===== config.mk =====
export PLATFORM = sky130hd
export DESIGN_NAME = fpm_burst_ctrl
export DESIGN_NICKNAME = d
export VERILOG_FILES = /design/src/rtl/dpb_pkg.sv /design/src/rtl/dpb_addr_map.sv /design/src/rtl/dpb_seq.sv /design/src/rtl/dpb_data.sv /design/src/rtl/fpm_burst_ctrl.sv
export SDC_FILE = /design/constraint.sdc
export NUM_CORES = 1
export LEC_CHECK = 0
export BUFFER_PORTS_ARGS = -buffer_cell sky130_fd_sc_hd__buf_2
export CORE_ASPECT_RATIO = 0.8
export CORE_MARGIN = 3
export CORE_UTILIZATION = 43
export DETAILED_ROUTE_END_ITERATION = 16
export GPL_ROUTABILITY_DRIVEN = 0
export PLACE_DENSITY = 0.89
export SLEW_MARGIN = 10
export SYNTH_ARGS = -nofsm -noshare
export SYNTH_HDL_FRONTEND = slang
export SYNTH_HIERARCHICAL = 1
export SYNTH_SLANG_ARGS = --single-unit

===== constraint.sdc =====
create_clock -name clk -period 2 [get_ports clk]
set_clock_uncertainty 0.05 [all_clocks]
set_input_delay 0.2 -clock clk [delete_from_list [all_inputs] [get_ports clk]]
set_output_delay 0.2 -clock clk [all_outputs]
set_load 0.02 [all_outputs]

===== src/rtl/dpb_pkg.sv =====
package dpb_pkg;

   typedef enum logic [2:0] {
      ST_IDLE = 3'd0,
      ST_ROW1 = 3'd1,
      ST_ROW2 = 3'd2,
      ST_COL1 = 3'd3,
      ST_COL2 = 3'd4,
      ST_PRE  = 3'd5
   } dpb_state_e;

   // Beat index inside an aligned block: bits outside the mask come from the
   // start index, bits inside the mask count up from it and wrap.
   function automatic logic [7:0] dpb_wrap(input logic [7:0] start,
                                           input logic [7:0] step,
                                           input logic [7:0] mask);
      return (start & ~mask) | ((start + step) & mask);
   endfunction

endpackage


===== src/rtl/dpb_addr_map.sv =====
module dpb_addr_map
   import dpb_pkg::*;
#(
   parameter int COL_W   = 10,
   parameter int ROW_W   = 12,
   parameter int BEAT_LG = 2,
   localparam int AW     = COL_W + ROW_W,
   localparam int MA_W   = (ROW_W > COL_W) ? ROW_W : COL_W
)(
   input  logic [AW-1:0]      addr,
   input  logic [BEAT_LG-1:0] mask,
   input  logic [BEAT_LG-1:0] k_cur,
   input  logic [BEAT_LG-1:0] k_wr,
   output logic [MA_W-1:0]    row_ma,
   output logic [MA_W-1:0]    col_ma,
   output logic [BEAT_LG-1:0] idx_cur,
   output logic [BEAT_LG-1:0] idx_wr
);

   logic [COL_W-1:0]   col_base;
   logic [ROW_W-1:0]   row_base;
   logic [BEAT_LG-1:0] start_idx;
   logic [COL_W-1:0]   col_beat;

   assign col_base  = addr[COL_W-1:0];
   assign row_base  = addr[AW-1:COL_W];
   assign start_idx = col_base[BEAT_LG-1:0];

   assign idx_cur = BEAT_LG'(dpb_wrap(8'(start_idx), 8'(k_cur), 8'(mask)));
   assign idx_wr  = BEAT_LG'(dpb_wrap(8'(start_idx), 8'(k_wr), 8'(mask)));

   generate
      if (COL_W > BEAT_LG) begin : g_col_hi
         assign col_beat = {col_base[COL_W-1:BEAT_LG], idx_cur};
      end else begin : g_col_only
         assign col_beat = idx_cur;
      end

      if (MA_W > ROW_W) begin : g_row_pad
         assign row_ma = {{(MA_W-ROW_W){1'b0}}, row_base};
      end else begin : g_row_full
         assign row_ma = row_base;
      end

      if (MA_W > COL_W) begin : g_col_pad
         assign col_ma = {{(MA_W-COL_W){1'b0}}, col_beat};
      end else begin : g_col_full
         assign col_ma = col_beat;
      end
   endgenerate

endmodule


===== src/rtl/dpb_seq.sv =====
module dpb_seq
   import dpb_pkg::*;
#(
   parameter int AW      = 22,
   parameter int SIZE_W  = 3,
   parameter int BUS_LG  = 3,
   parameter int BEAT_LG = 2
)(
   input  logic               clk,
   input  logic               rst_n,
   input  logic               cfg_burst_en,
   input  logic               req_valid,
   input  logic               req_write,
   input  logic [SIZE_W-1:0]  req_size,
   input  logic [AW-1:0]      req_addr,
   output logic               req_ready,
   output logic [AW-1:0]      addr_q,
   output logic [BEAT_LG-1:0] mask_q,
   output logic [BEAT_LG-1:0] k_cur,
   output logic [BEAT_LG-1:0] k_wr,
   output logic               cs_n,
   output logic               ras_n,
   output logic               cas_n,
   output logic               bs_n,
   output logic               rd_wr,
   output logic               row_phase,
   output logic               col_phase,
   output logic               cap_en,
   output logic               wr_req,
   output logic               dq_oe
);

   dpb_state_e         state, state_d;
   logic [BEAT_LG-1:0] k_q, k_d, mask_d;
   logic               wr_q, burst_q, done_q, done_d;
   logic               accept, last_beat;

   assign req_ready = (state == ST_IDLE);
   assign accept    = req_ready && req_valid;
   assign last_beat = (k_q == mask_q);

   // Beat count doubles for every size step above one bus word, capped at a line.
   always_comb begin
      for (int i = 0; i < BEAT_LG; i++) begin
         mask_d[i] = (int'(req_size) > (BUS_LG + i));
      end
   end

   always_comb begin
      state_d = state;
      k_d     = k_q;
      done_d  = done_q;
      case (state)
         ST_IDLE: begin
            if (req_valid) begin
               state_d = ST_ROW1;
               k_d     = '0;
               done_d  = 1'b0;
            end
         end
         ST_ROW1: state_d = ST_ROW2;
         ST_ROW2: state_d = ST_COL1;
         ST_COL1: state_d = ST_COL2;
         ST_COL2: begin
            if (last_beat) begin
               state_d = ST_PRE;
               done_d  = 1'b1;
            end else begin
               k_d     = BEAT_LG'(k_q + 1'b1);
               state_d = burst_q ? ST_COL1 : ST_PRE;
            end
         end
         ST_PRE:  state_d = done_q ? ST_IDLE : ST_ROW1;
         default: state_d = ST_IDLE;
      endcase
   end

   always_ff @(posedge clk or negedge rst_n) begin
      if (!rst_n) begin
         state   <= ST_IDLE;
         k_q     <= '0;
         done_q  <= 1'b0;
         addr_q  <= '0;
         mask_q  <= '0;
         wr_q    <= 1'b0;
         burst_q <= 1'b0;
      end else begin
         state  <= state_d;
         k_q    <= k_d;
         done_q <= done_d;
         if (accept) begin
            addr_q  <= req_addr;
            mask_q  <= mask_d;
            wr_q    <= req_write;
            burst_q <= cfg_burst_en;
         end
      end
   end

   assign k_cur     = k_q;
   assign k_wr      = (state == ST_ROW2) ? k_q : BEAT_LG'(k_q + 1'b1);

   assign cs_n      = (state == ST_IDLE);
   assign ras_n     = !((state == ST_ROW2) || (state == ST_COL1) || (state == ST_COL2));
   assign cas_n     = (state != ST_COL2);
   assign bs_n      = (state != ST_COL1);
   assign rd_wr     = !(wr_q && (state != ST_IDLE));
   assign row_phase = (state == ST_ROW1) || (state == ST_ROW2);
   assign col_phase = (state == ST_COL1) || (state == ST_COL2);
   assign cap_en    = (state == ST_COL2) && !wr_q;
   assign wr_req    = wr_q && ((state == ST_ROW2) ||
                               ((state == ST_COL2) && burst_q && !last_beat));
   assign dq_oe     = wr_q && col_phase;

   AST_BEAT_BOUND: assert property (@(posedge clk) disable iff (!rst_n)
      ((k_q & ~mask_q) == '0));

endmodule


===== src/rtl/dpb_data.sv =====
module dpb_data #(
   parameter int DATA_W  = 64,
   parameter int BEAT_LG = 2
)(
   input  logic               clk,
   input  logic               rst_n,
   input  logic               cap_en,
   input  logic [BEAT_LG-1:0] cap_idx,
   input  logic [DATA_W-1:0]  dq_in,
   input  logic               wr_take,
   input  logic [DATA_W-1:0]  wr_data,
   output logic               rd_valid,
   output logic [BEAT_LG-1:0] rd_idx,
   output logic [DATA_W-1:0]  rd_data,
   output logic [DATA_W-1:0]  dq_out
);

   always_ff @(posedge clk or negedge rst_n) begin
      if (!rst_n) begin
         rd_valid <= 1'b0;
         rd_idx   <= '0;
         rd_data  <= '0;
         dq_out   <= '0;
      end else begin
         rd_valid <= cap_en;
         if (cap_en) begin
            rd_data <= dq_in;
            rd_idx  <= cap_idx;
         end
         if (wr_take) begin
            dq_out <= wr_data;
         end
      end
   end

endmodule


===== src/rtl/fpm_burst_ctrl.sv =====
module fpm_burst_ctrl #(
   parameter int DATA_W     = 64,
   parameter int LINE_BYTES = 32,
   parameter int COL_W      = 10,
   parameter int ROW_W      = 12,
   parameter int SIZE_W     = 3,
   localparam int BUS_LG    = $clog2(DATA_W / 8),
   localparam int BEAT_LG   = $clog2(LINE_BYTES) - BUS_LG,
   localparam int AW        = COL_W + ROW_W,
   localparam int MA_W      = (ROW_W > COL_W) ? ROW_W : COL_W
)(
   input  logic               clk,
   input  logic               rst_n,
   input  logic               cfg_burst_en,
   input  logic               req_valid,
   output logic               req_ready,
   input  logic               req_write,
   input  logic [SIZE_W-1:0]  req_size,
   input  logic [AW-1:0]      req_addr,
   output logic               wr_req,
   output logic [BEAT_LG-1:0] wr_idx,
   input  logic [DATA_W-1:0]  wr_data,
   output logic               rd_valid,
   output logic [BEAT_LG-1:0] rd_idx,
   output logic [DATA_W-1:0]  rd_data,
   output logic               dram_cs_n,
   output logic               dram_ras_n,
   output logic               dram_cas_n,
   output logic               dram_bs_n,
   output logic               dram_rd_wr,
   output logic [MA_W-1:0]    dram_addr,
   output logic [DATA_W-1:0]  dram_dq_out,
   output logic               dram_dq_oe,
   input  logic [DATA_W-1:0]  dram_dq_in
);

   generate
      if ((8 << BUS_LG) != DATA_W) begin : g_bad_bus
         $error("DATA_W must be a power-of-two number of bytes");
      end
      if (LINE_BYTES != (1 << $clog2(LINE_BYTES)) || BEAT_LG < 1 || BEAT_LG > 8) begin : g_bad_line
         $error("LINE_BYTES must be a power of two, 2 to 256 bus words");
      end
      if (COL_W < BEAT_LG) begin : g_bad_col
         $error("COL_W must cover the beat index");
      end
      if ((1 << SIZE_W) <= (BUS_LG + BEAT_LG)) begin : g_bad_size
         $error("SIZE_W too narrow to name a full line");
      end
   endgenerate

   logic [AW-1:0]      addr_q;
   logic [BEAT_LG-1:0] mask_q, k_cur, k_wr, idx_cur;
   logic [MA_W-1:0]    row_ma, col_ma;
   logic               row_phase, col_phase, cap_en;

   dpb_seq #(
      .AW      (AW),
      .SIZE_W  (SIZE_W),
      .BUS_LG  (BUS_LG),
      .BEAT_LG (BEAT_LG)
   ) u_seq (
      .clk          (clk),
      .rst_n        (rst_n),
      .cfg_burst_en (cfg_burst_en),
      .req_valid    (req_valid),
      .req_write    (req_write),
      .req_size     (req_size),
      .req_addr     (req_addr),
      .req_ready    (req_ready),
      .addr_q       (addr_q),
      .mask_q       (mask_q),
      .k_cur        (k_cur),
      .k_wr         (k_wr),
      .cs_n         (dram_cs_n),
      .ras_n        (dram_ras_n),
      .cas_n        (dram_cas_n),
      .bs_n         (dram_bs_n),
      .rd_wr        (dram_rd_wr),
      .row_phase    (row_phase),
      .col_phase    (col_phase),
      .cap_en       (cap_en),
      .wr_req       (wr_req),
      .dq_oe        (dram_dq_oe)
   );

   dpb_addr_map #(
      .COL_W   (COL_W),
      .ROW_W   (ROW_W),
      .BEAT_LG (BEAT_LG)
   ) u_map (
      .addr    (addr_q),
      .mask    (mask_q),
      .k_cur   (k_cur),
      .k_wr    (k_wr),
      .row_ma  (row_ma),
      .col_ma  (col_ma),
      .idx_cur (idx_cur),
      .idx_wr  (wr_idx)
   );

   dpb_data #(
      .DATA_W  (DATA_W),
      .BEAT_LG (BEAT_LG)
   ) u_data (
      .clk      (clk),
      .rst_n    (rst_n),
      .cap_en   (cap_en),
      .cap_idx  (idx_cur),
      .dq_in    (dram_dq_in),
      .wr_take  (wr_req),
      .wr_data  (wr_data),
      .rd_valid (rd_valid),
      .rd_idx   (rd_idx),
      .rd_data  (rd_data),
      .dq_out   (dram_dq_out)
   );

   assign dram_addr = row_phase ? row_ma : (col_phase ? col_ma : '0);

   AST_ACCEPT_START: assert property (@(posedge clk) disable iff (!rst_n)
      (req_valid && req_ready) |=> (!dram_cs_n && dram_ras_n && !req_ready));
   AST_PRE_BEFORE_READY: assert property (@(posedge clk) disable iff (!rst_n)
      $rose(req_ready) |-> $past(!dram_cs_n && dram_ras_n && dram_cas_n));
   AST_BS_THEN_CAS: assert property (@(posedge clk) disable iff (!rst_n)
      !dram_bs_n |=> (!dram_cas_n && dram_bs_n));
   AST_ROW_SETUP: assert property (@(posedge clk) disable iff (!rst_n)
      $fell(dram_ras_n) |-> ($stable(dram_addr) && !dram_cs_n));
   AST_WREQ_THEN_BEAT: assert property (@(posedge clk) disable iff (!rst_n)
      wr_req |=> (!dram_bs_n && dram_dq_oe && (dram_dq_out == $past(wr_data))));
   AST_RD_AFTER_CAS: assert property (@(posedge clk) disable iff (!rst_n)
      rd_valid |-> $past(!dram_cas_n && dram_rd_wr));

endmodule


==> impl_metrics.py, run 1 <==
metrics = {
    "run_status": {
        "outcome": "finished, violations left",
        "failed_checks": "setup timing",
    },
    "worst_setup_path": {
        "crit_arrival_ps": 2060,
        "worst_setup_path_start_kind": "flop",
        "required_ps": 1750,
        "path_max_fanout": 5,
        "crit_path_end_kind": "output port",
        "r2r_start": "u_seq/state[2]",
        "cpMostUsedCell": "buf_6",
        "max_stage_delay_ps": 420,
        "path_cells": "buf_4 -> or3b_4 -> nand2_2 -> nor2b_4 -> buf_6 -> a22o_1 -> buf_6",
        "critPathSlowestCell": "dfrtp_1",
        "crit_type": "flop to output port",
        "r2r_cells": 7,
        "r2r_slack_ps": -100,
        "r2r-end": "u_data/rd_data[62]",
        "startpoint": "u_seq/state[2]",
        "worstSetupEndpoint": "dram_addr[8]",
    },
    "detailed_routing": {
        "ant_nets": 0,
        "wl_mm": 23.4,
        "drc": 0,
        "first_pass_iters": 4,
        "drt_iter0_drc": 224,
        "wl_per_cell_um": 20.0,
        "vias_per_cell": 4.89,
        "dr_total_vias": 5728,
    },
    "floorplan": {
        "io_pins": 311,
        "die_height_um": 119,
        "core_region_area_um2": 15400,
        "die_w_um": 147,
        "num_rows": 40,
        "start_util": 0.448,
        "fp.dieArea_um2": 17600,
    },
    "finish": {
        "n_fill_cell": 859,
        "layout.cells.non_filler": 1171,
        "final_nets": 1106,
        "utilization": 0.759,
        "area_growth_pct": 69.3,
        "final_cell_mix": "buf_2 (292), dfrtp_1 (159), dlygate4sd3_1 (155)",
        "final_common_cell": "buf_2",
        "drive_gt1_frac": 0.594,
    },
    "synthesis": {
        "ys_seq_area_frac": 0.592,
        "synth.distinct_cells": 36,
        "syn_area_um2": 6890,
        "synth_area_per_cell_um2": 15.6,
        "synth_cells": 440,
        "synth_edf_count": 0,
        "yosys_warnings": 6,
        "ys_seq_elements": 163,
        "ys_async_sr_fraction": 1.00,
        "synthFlopType": "dfrtp_1",
    },
    "clocking": {
        "worstSkewPairLatency_ps": 410,
        "cts.htree.levels": 4,
        "cts_tree": "yes",
        "cts.clk_slew.worst_paths_ps": 60,
        "clock-sinks": 163,
        "clockBufferDepth": 2,
        "cts-buffers-inserted": 17,
        "cts-root-buf": "clkbuf_16",
    },
    "placement": {
        "port_buffers": 310,
        "dp.cells": 947,
        "post-place-ws_ps": 68.0,
        "dp_hpwl_mm": 12.4,
    },
    "timing": {
        "finalCritPeriodShare": 1.16,
        "min_period_ps": 2310,
        "worst_slew_pin_slew_ps": 495,
        "relSlewSlack": 0.666,
        "fin_ws_ps": -314,
        "rsz0062_at_grt": "true",
        "finalSetupViolations": 83,
        "max_clock_freq_ghz": 0.432,
        "drv_slew": 0,
        "hold_violations": 0,
        "hold_slack_ps": 40.7,
    },
    "global_routing": {
        "grt_pass1_vias": 6287,
        "antenna_found_initial": 2,
        "grt-ovfl-total": 0,
        "grt_max_degree": 66,
        "grt_util_all_layers": 0.244,
        "grt_pass1_wl_mm": 33.7,
    },
    "flow_run": {
        "maxCapViolCount": 0,
    },
    "hold_path": {
        "hp-class": "input pin to flop",
        "hp-start": "req_size[1]",
    },
    "power_and_ir_drop": {
        "vdd_drop_max_mv": 1.20,
        "finalPower_w": 0.0198,
        "powerDensity_nw_per_um2": 1700,
        "p_leak_nw": 5.65,
    },
}
[repair_timing]
action | in CTS | in global routing
endpoints found under the hold margin | 195 | 0
setup buffers | 10 | 12
pin swaps | 11 | 11
setup endpoints to repair | 17 | 138
cloned | 1 | 12
hold buffers | 155 | 0
resized for setup | 62 | 34
[how the worst min path moves through the flow]
stage	end	cells after the start	slack, ps
after CTS	u_seq/mask_q[1]	3	8
after detailed placement	u_data/dq_out[2]	1	110
after floorplan	u_data/dq_out[0]	0	-150
after global placement	u_data/dq_out[2]	1	110
after global routing	u_seq/mask_q[1]	3	30
final	u_seq/mask_q[1]	3	40
[registers in the layout (all words and copies together) (netlist names)]
name	count
u_seq/mask_q	2
u_data/rd_idx	2
u_data/rd_valid	1
u_seq/burst_q	1
u_seq/done_q	1
u_seq/k_cur	2
u_seq/addr_q	22
u_data/dq_out	64
u_data/rd_data	64
u_seq/wr_q	1
u_seq/state	3
[where the power goes]
group / internal [W] / switching [W] / leakage [nW] / total (W)
Sequential: 0.00497 / 0.00112 / 1.96 / 0.00609
Combinational: 0.00512 / 0.00529 / 3.40 / 0.0104
Clock: 0.00189 / 0.00142 / 0.284 / 0.00330
[critical path, delay by kind of cell (launching register included)]
family	cells	cell delay [ps]
compound gates	1	160
buf+inv	3	430
simple gates	3	650
flops	1	420
[area by class of cell]
class,instances,area (um^2),share of cell area
clock buffers,18,429,0.0368
diodes,2,5.00,0.000429
clock inverters,14,174,0.0149
flip-flops and latches,163,4080,0.350
inverters,4,15.0,0.00129
multi-input cells,226,2630,0.225
repair buffers,534,4060,0.348
well taps,210,263,0.0225
[kinds of logic after synthesis]
group / after synthesis / synth area share
flip-flops: 163 / 0.592
multiplexers: 157 / 0.279
buffers and inverters: 52 / 0.0594
AND/OR/NAND/NOR: 30 / 0.0233
AO/OA/AOI/OAI: 26 / 0.0303
XOR/XNOR: 9 / 0.0114
adder cells (fa/ha/maj): 2 / 0.00363
other: 1 / 0.000545
[metrics by stage]
stage          cell area (um^2)  setup TNS (ps)
2_1_floorplan              6920            -924
3_3_place_gp               8700               0
3_5_place_dp               8700               0
4_1_cts                   11200           -2990
5_1_grt                   11700          -10870
6_report                  11700           -7070
[synth_stat cells (all sizes together) (2+ instances only)]
cell,n,area [um^2]
clkbuf,2,7.51
ha,2,25.0
nor2,6,22.5
inv,4,15.0
buf,46,387
dfrtp,163,4080
a22o,10,87.6
mux2,156,1910
and2,2,12.5
nand2b,5,31.3
xnor2,5,43.8
nand2,11,41.3
o21ai,6,30.0
xor2,4,35.0
[routing by layer]
| layer | GRT usage | share of wire | up-vias | wire (um) |
|---|---|---|---|---|
| li1 | - | - | 2537 | - |
| met1 | 0.267 | 0.38 | 2876 | 8780 |
| met2 | 0.448 | 0.54 | 256 | 12700 |
| met3 | 0.0692 | 0.054 | 59 | 1270 |
| met4 | 0.0949 | 0.028 | 0 | 659 |
| met5 | 0 | 0 | - | 0 |
Power figures use the tool's default switching activity.
==> run 2, diff against run 1 <==
--- a/config.mk
+++ b/config.mk
@@ -6,12 +6,14 @@
 export NUM_CORES = 1
 export LEC_CHECK = 0
 export BUFFER_PORTS_ARGS = -buffer_cell sky130_fd_sc_hd__buf_2
+export CELL_PAD_IN_SITES_DETAIL_PLACEMENT = 0
+export CELL_PAD_IN_SITES_GLOBAL_PLACEMENT = 2
 export CORE_ASPECT_RATIO = 0.8
 export CORE_MARGIN = 3
-export CORE_UTILIZATION = 43
+export CORE_UTILIZATION = 27
 export DETAILED_ROUTE_END_ITERATION = 16
 export GPL_ROUTABILITY_DRIVEN = 0
-export PLACE_DENSITY = 0.89
+export PLACE_DENSITY = 0.87
 export SLEW_MARGIN = 10
 export SYNTH_ARGS = -nofsm -noshare
 export SYNTH_HDL_FRONTEND = slang
==> run 2 against run 1 <==
The flow still finishes with violations (setup timing); power up 0.89%; cell count up 9.4%; largest power group unchanged; via count down 2.3%; hold slack better by 140 ps; die area up 56%; setup slack better by 14 ps; sequential power down 1%.
==> impl_metrics.py, run 2 (synthesis gave the netlist of run 1 again) <==
metrics = {
    "global_routing": {
        "grt_util_all_layers": 0.148,
        "grt_pass1_vias": 6104,
        "grt-ovfl-total": 0,
        "grt_pass1_wl_mm": 32.0,
        "antenna_found_initial": 0,
        "grt_max_degree": 56,
    },
    "clocking": {
        "worstSkewPairLatency_ps": 430,
        "cts.clk_slew.worst_paths_ps": 60,
        "clockBufferDepth": 2,
        "cts-buffers-inserted": 17,
        "cts-root-buf": "clkbuf_16",
        "cts_tree": "yes",
        "cts.htree.levels": 4,
        "clock-sinks": 163,
    },
    "detailed_routing": {
        "wl_mm": 22.3,
        "drc": 0,
        "ant_nets": 0,
        "drt_iter0_drc": 182,
        "dr_total_vias": 5595,
        "vias_per_cell": 4.37,
        "first_pass_iters": 5,
        "wl_per_cell_um": 17.4,
    },
    "timing": {
        "worst_slew_pin_slew_ps": 595,
        "min_period_ps": 2300,
        "fin_ws_ps": -301,
        "tns_ps": -12550,
        "finalCritPeriodShare": 1.15,
        "hold_slack_ps": 177,
        "rsz0062_at_grt": "true",
        "drv_slew": 0,
        "relSlewSlack": 0.598,
        "finalSetupViolations": 83,
        "max_clock_freq_ghz": 0.435,
        "hold_violations": 0,
    },
    "power_and_ir_drop": {
        "finalPower_w": 0.0200,
        "pwr-share-clk": 0.171,
        "p_switching_w": 0.00763,
        "powerDensity_nw_per_um2": 1660,
        "internal_power_w": 0.0123,
        "vdd_drop_max_mv": 0.848,
        "p_seq_frac": 0.300,
        "p_sw_frac": 0.382,
        "power_frac_comb": 0.529,
        "p_leak_nw": 5.80,
    },
    "floorplan": {
        "die_height_um": 149,
        "io_pins": 311,
        "die_w_um": 185,
        "start_util": 0.279,
        "core_region_area_um2": 24700,
        "fp.dieArea_um2": 27500,
        "num_rows": 51,
    },
    "worst_setup_path": {
        "crit_arrival_ps": 2050,
        "critPathTopFamily": "simple AND/OR/NAND/NOR gates",
        "worst_setup_path_start_kind": "flop",
        "crit_type": "flop to output port",
        "cpMostUsedCell": "buf_6",
        "critPathSlowestCell": "dfrtp_1",
        "path_max_fanout": 5,
        "crit_path_end_kind": "output port",
        "worst-path-buf-inv": 3,
        "path_cells": "buf_6 -> or3b_4 -> nand2_4 -> nor2b_4 -> buf_6 -> a22o_1 -> buf_6",
        "max_stage_delay_ps": 390,
        "required_ps": 1750,
    },
    "finish": {
        "num_antenna_cells": 0,
        "drive_gt1_frac": 0.596,
        "final_nets": 1111,
        "utilization": 0.486,
        "largestRegisters": "u_data/dq_out: 64 flops, u_data/rd_data: 64 flops, u_seq/addr_q: 22 flops",
        "final_cell_mix": "buf_2 (291), dfrtp_1 (160), dlygate4sd3_1 (156)",
        "final_common_cell": "buf_2",
        "area_growth_pct": 74.4,
    },
    "hold_path": {
        "hp-class": "input pin to flop",
    },
    "placement": {
        "port_buffers": 310,
        "post-place-ws_ps": 78.0,
        "dp_hpwl_mm": 13.3,
    },
    "flow_run": {
        "maxCapViolCount": 0,
    },
    "run_status": {
        "failed_checks": "setup timing",
        "outcome": "finished, violations left",
    },
}
[run 2: changes by cell type in the layout (fill, tap and decap cells not counted), sizes merged]
| cell | previous run | this run |
|---|---|---|
| buf | 370 | 375 |
| bufinv | 2 | 3 |
| clkinv | 4 | 5 |
| clkinvlp | 3 | 2 |
| diode | 2 | 0 |
| dlygate4sd3 | 155 | 156 |
| inv | 9 | 6 |
[run 2: power by group through the flow]
stage	combinational, W	sequential, W	clock (W)
2_1_floorplan	0.00415	0.00747	0
3_5_place_dp	0.00841	0.00592	0
4_1_cts	0.00935	0.00591	0.00348
3_3_place_gp	0.00829	0.00587	0
6_report	0.0106	0.00600	0.00341
5_1_grt	0.0112	0.00622	0.00364
[run 2: area by class of cell]
| type | count | area (um^2) |
|---|---|---|
| sequential | 163 | 4080 |
| fill | 2103 | 12700 |
| clock inverter | 12 | 155 |
| multi-input combinational | 226 | 2770 |
| timing repair buffer | 539 | 4150 |
| clock buffer | 19 | 443 |
| tap | 318 | 398 |
| inverter | 4 | 15.0 |
[run 2: path summary, 6_finish.rpt]
kind,startpoint,cells past startpoint,slack [ps],to
min in group asynchronous,rst_n,2,270,u_data/dq_out[39]
max in group asynchronous,rst_n,3,1020,u_data/rd_data[5]
worst min register to register,u_seq/done_q,1,410,u_seq/state[0]
worst min-delay path,req_valid,4,180,u_seq/state[0]
worst max register to register,u_seq/state[2],8,-180,u_data/rd_data[3]
worst max-delay path,u_seq/state[2],7,-300,dram_addr[1]
[run 2: metrics by stage]
| stage | instance area [um^2] | instances |
|---|---|---|
| 3_5_place_dp | 8910 | 1062 |
| 2_1_floorplan | 6920 | 441 |
| 5_1_grt | 12000 | 1281 |
| 6_report | 12000 | 1281 |
| 3_3_place_gp | 8910 | 1062 |
| 4_1_cts | 11300 | 1258 |
[run 2: worst reg2reg max path, stage by stage, from the launching register on]
cell	delay [ps]
dfrtp_1	390
buf_6	110
or3b_4	390
buf_4	150
buf_6	110
nor2_4	160
buf_12	210
buf_8	150
mux2_2	340
[run 2: timing repair]
| item | CTS | global route |
|---|---|---|
| buffers inserted | 7 | 14 |
| gates resized for setup | 56 | 85 |
| hold endpoints to repair | 199 | 0 |
| hold buffers | 156 | 0 |
| cloned | 2 | 10 |
| pin swaps | 11 | 14 |
| endpoints found under the setup margin | 18 | 118 |
[run 2: layer usage]
metal  up-vias  global-route usage  routed length, um
met2       237               0.258              11300
met3        33              0.0512               1680
met5         -                   0                  0
met1      2786               0.169               8850
li1       2539                   -                  -
met4         0              0.0514                440
==> run 3, diff against run 2 <==
--- a/config.mk
+++ b/config.mk
@@ -10,10 +10,10 @@
 export CELL_PAD_IN_SITES_GLOBAL_PLACEMENT = 2
 export CORE_ASPECT_RATIO = 0.8
 export CORE_MARGIN = 3
-export CORE_UTILIZATION = 27
+export CORE_UTILIZATION = 30
 export DETAILED_ROUTE_END_ITERATION = 16
 export GPL_ROUTABILITY_DRIVEN = 0
-export PLACE_DENSITY = 0.87
+export PLACE_DENSITY = 0.91
 export SLEW_MARGIN = 10
 export SYNTH_ARGS = -nofsm -noshare
 export SYNTH_HDL_FRONTEND = slang
==> constraint.sdc (replaced) <==
create_clock -name clk -period 2.25 [get_ports clk]
set_clock_uncertainty 0.05 [all_clocks]
set_input_delay 0.225 -clock clk [delete_from_list [all_inputs] [get_ports clk]]
set_output_delay 0.225 -clock clk [all_outputs]
set_load 0.02 [all_outputs]
==> run 3 against run 2 <==
The run still ends with setup timing left; register-to-register slack improved by 290 ps; setup slack improved by 260 ps; clock power decreased by 16%; core utilization increased by 2.1 points; critical endpoint is now dram_addr[0]; highest routed layer unchanged.
==> impl_metrics.py, run 3 (synthesis gave the netlist of run 1 again) <==
metrics = {
    "detailed_routing": {
        "vias_per_cell": 4.32,
        "drc": 0,
        "wl_per_cell_um": 16.0,
        "ant_nets": 0,
        "wl_mm": 19.7,
        "drt_iter0_drc": 200,
        "first_pass_iters": 4,
        "dr_total_vias": 5319,
    },
    "clocking": {
        "cts.htree.levels": 4,
        "clock-sinks": 163,
        "worstSkewPairLatency_ps": 420,
        "clockBufferDepth": 2,
        "cts_tree": "yes",
        "cts.clk_slew.worst_paths_ps": 70,
        "cts-buffers-inserted": 17,
        "cts-root-buf": "clkbuf_16",
    },
    "placement": {
        "port_buffers": 310,
        "post-place-ws_ps": 207,
        "dp_hpwl_mm": 12.5,
    },
    "hold_path": {
        "hp-class": "input pin to flop",
    },
    "power_and_ir_drop": {
        "vdd_drop_max_mv": 0.744,
        "finalPower_w": 0.0163,
        "powerDensity_nw_per_um2": 1460,
        "p_leak_nw": 5.38,
    },
    "worst_setup_path": {
        "worst_setup_path_start_kind": "flop",
        "critPathSlowestCell": "dfrtp_1",
        "crit_type": "flop to output port",
        "crit_path_end_kind": "output port",
        "path_cells": "buf_4 -> buf_6 -> nand3b_1 -> nand2_2 -> nor2b_4 -> buf_6 -> a22o_1 -> buf_6",
        "crit_arrival_ps": 2010,
        "required_ps": 1980,
        "cpMostUsedCell": "buf_6",
        "path_max_fanout": 7,
        "max_stage_delay_ps": 420,
    },
    "timing": {
        "relSlewSlack": 0.607,
        "rsz0062_at_grt": "true",
        "fin_ws_ps": -36.9,
        "worst_slew_pin_slew_ps": 589,
        "max_clock_freq_ghz": 0.437,
        "finalSetupViolations": 8,
        "min_period_ps": 2290,
        "drv_slew": 0,
        "hold_violations": 0,
        "finalCritPeriodShare": 1.02,
    },
    "run_status": {
        "failed_checks": "setup timing",
        "outcome": "finished, violations left",
    },
    "finish": {
        "final_common_cell": "buf_2",
        "drive_gt1_frac": 0.574,
        "area_growth_pct": 62.3,
        "n_fill_cell": 1872,
        "num_antenna_cells": 0,
        "final_nets": 1077,
        "largestRegisters": "u_data/dq_out: 64 flops, u_data/rd_data: 64 flops, u_seq/addr_q: 22 flops",
        "final_cell_mix": "buf_2 (297), dfrtp_1 (162), dlygate4sd3_1 (152)",
    },
    "floorplan": {
        "io_pins": 311,
        "start_util": 0.312,
        "die_w_um": 175,
        "die_height_um": 142,
        "fp.dieArea_um2": 24800,
        "num_rows": 48,
        "core_region_area_um2": 22000,
    },
    "flow_run": {
        "maxCapViolCount": 0,
    },
    "global_routing": {
        "grt_max_degree": 60,
        "grt-ovfl-total": 0,
        "antenna_found_initial": 0,
        "grt_pass1_wl_mm": 30.6,
        "grt_util_all_layers": 0.155,
        "grt_pass1_vias": 5766,
    },
}
==> run 3: cell count changes in the layout (fill, tap and decap cells not counted), moves of 3 or more <==
| cell | previous run | this run |
|---|---|---|
| dlygate4sd3_1 | 156 | 152 |
| nand2_2 | 4 | 1 |
| mux2_2 | 44 | 90 |
| buf_2 | 291 | 297 |
| nand2_1 | 6 | 10 |
| buf_4 | 41 | 36 |
| mux2_4 | 87 | 41 |
| buf_6 | 26 | 12 |
| buf_12 | 12 | 6 |
| clkbuf_16 | 25 | 18 |
| buf_8 | 4 | 0 |
==> run 3: what timing repair did <==
item / 4_1_cts / 5_1_grt
cloned: 1 / 1
resized for setup: 16 / 28
endpoints found under the hold margin: 202 / 1
pin swaps: 5 / 4
setup endpoints to repair: 11 / 14
hold buffers: 151 / 1
buffers inserted: 7 / 6
==> run 3: critical path: cells and delay by family, from the launching register on <==
kind / cells / cell delay [ps]
DFF: 1 / 420
buffers and inverters: 4 / 540
and+or+nand+nor: 3 / 480
AOI/OAI and AO/OA: 1 / 150
==> run 3: area by class of cell <==
cell class / count / area (um^2) / share of cell area
Timing Repair Buffer: 505 / 3590 / 0.321
Tap cell: 300 / 375 / 0.0336
Clock buffer: 18 / 439 / 0.0393
Inverter: 4 / 15.0 / 0.00134
Multi-Input combinational cell: 226 / 2520 / 0.226
Sequential cell: 163 / 4080 / 0.365
Clock inverter: 14 / 149 / 0.0133
==> run 3: metal layers <==
layer,vias to the layer above,global-route usage,share of wire
li1,2473,-,-
met1,2602,0.190,0.41
met2,209,0.260,0.50
met3,35,0.0487,0.073
met4,0,0.0525,0.023
met5,-,0,0
==> run 3: metrics by stage <==
| stage | hold slack [ps] | area (um^2) | TNS (ps) | instances | util |
|---|---|---|---|---|---|
| finish | 43.7 | 11200 | -181 | 1230 | 0.507 |
| global route | 13.3 | 11200 | -983 | 1230 | 0.507 |
| CTS | 9.37 | 11000 | -255 | 1222 | 0.498 |
| detailed placement | 203 | 8740 | 0 | 1031 | 0.397 |
| global placement | 202 | 8740 | 0 | 1031 | 0.397 |
| floorplan | -121 | 6890 | 0 | 441 | - |
==> run 3: path summary, 6_finish.rpt <==
kind	start	end	slack, ps	cells after the start
worst max-delay path	u_seq/state[2]	dram_addr[0]	-40	8
worst min-delay path	wr_data[19]	u_data/dq_out[19]	40	2
min in group asynchronous	rst_n	u_data/rd_data[45]	320	2
worst max register to register	u_seq/state[1]	u_data/dq_out[29]	110	8
max in group asynchronous	rst_n	u_data/rd_data[57]	1210	3
worst min register to register	u_seq/addr_q[19]	u_seq/addr_q[19]	440	1
==> run 3: power breakdown <==
| part | switching (W) | internal [W] | leakage [nW] |
|---|---|---|---|
| combinational | 0.00427 | 0.00393 | 3.13 |
| sequential | 0.000805 | 0.00441 | 1.97 |
| clock | 0.00127 | 0.00159 | 0.280 |
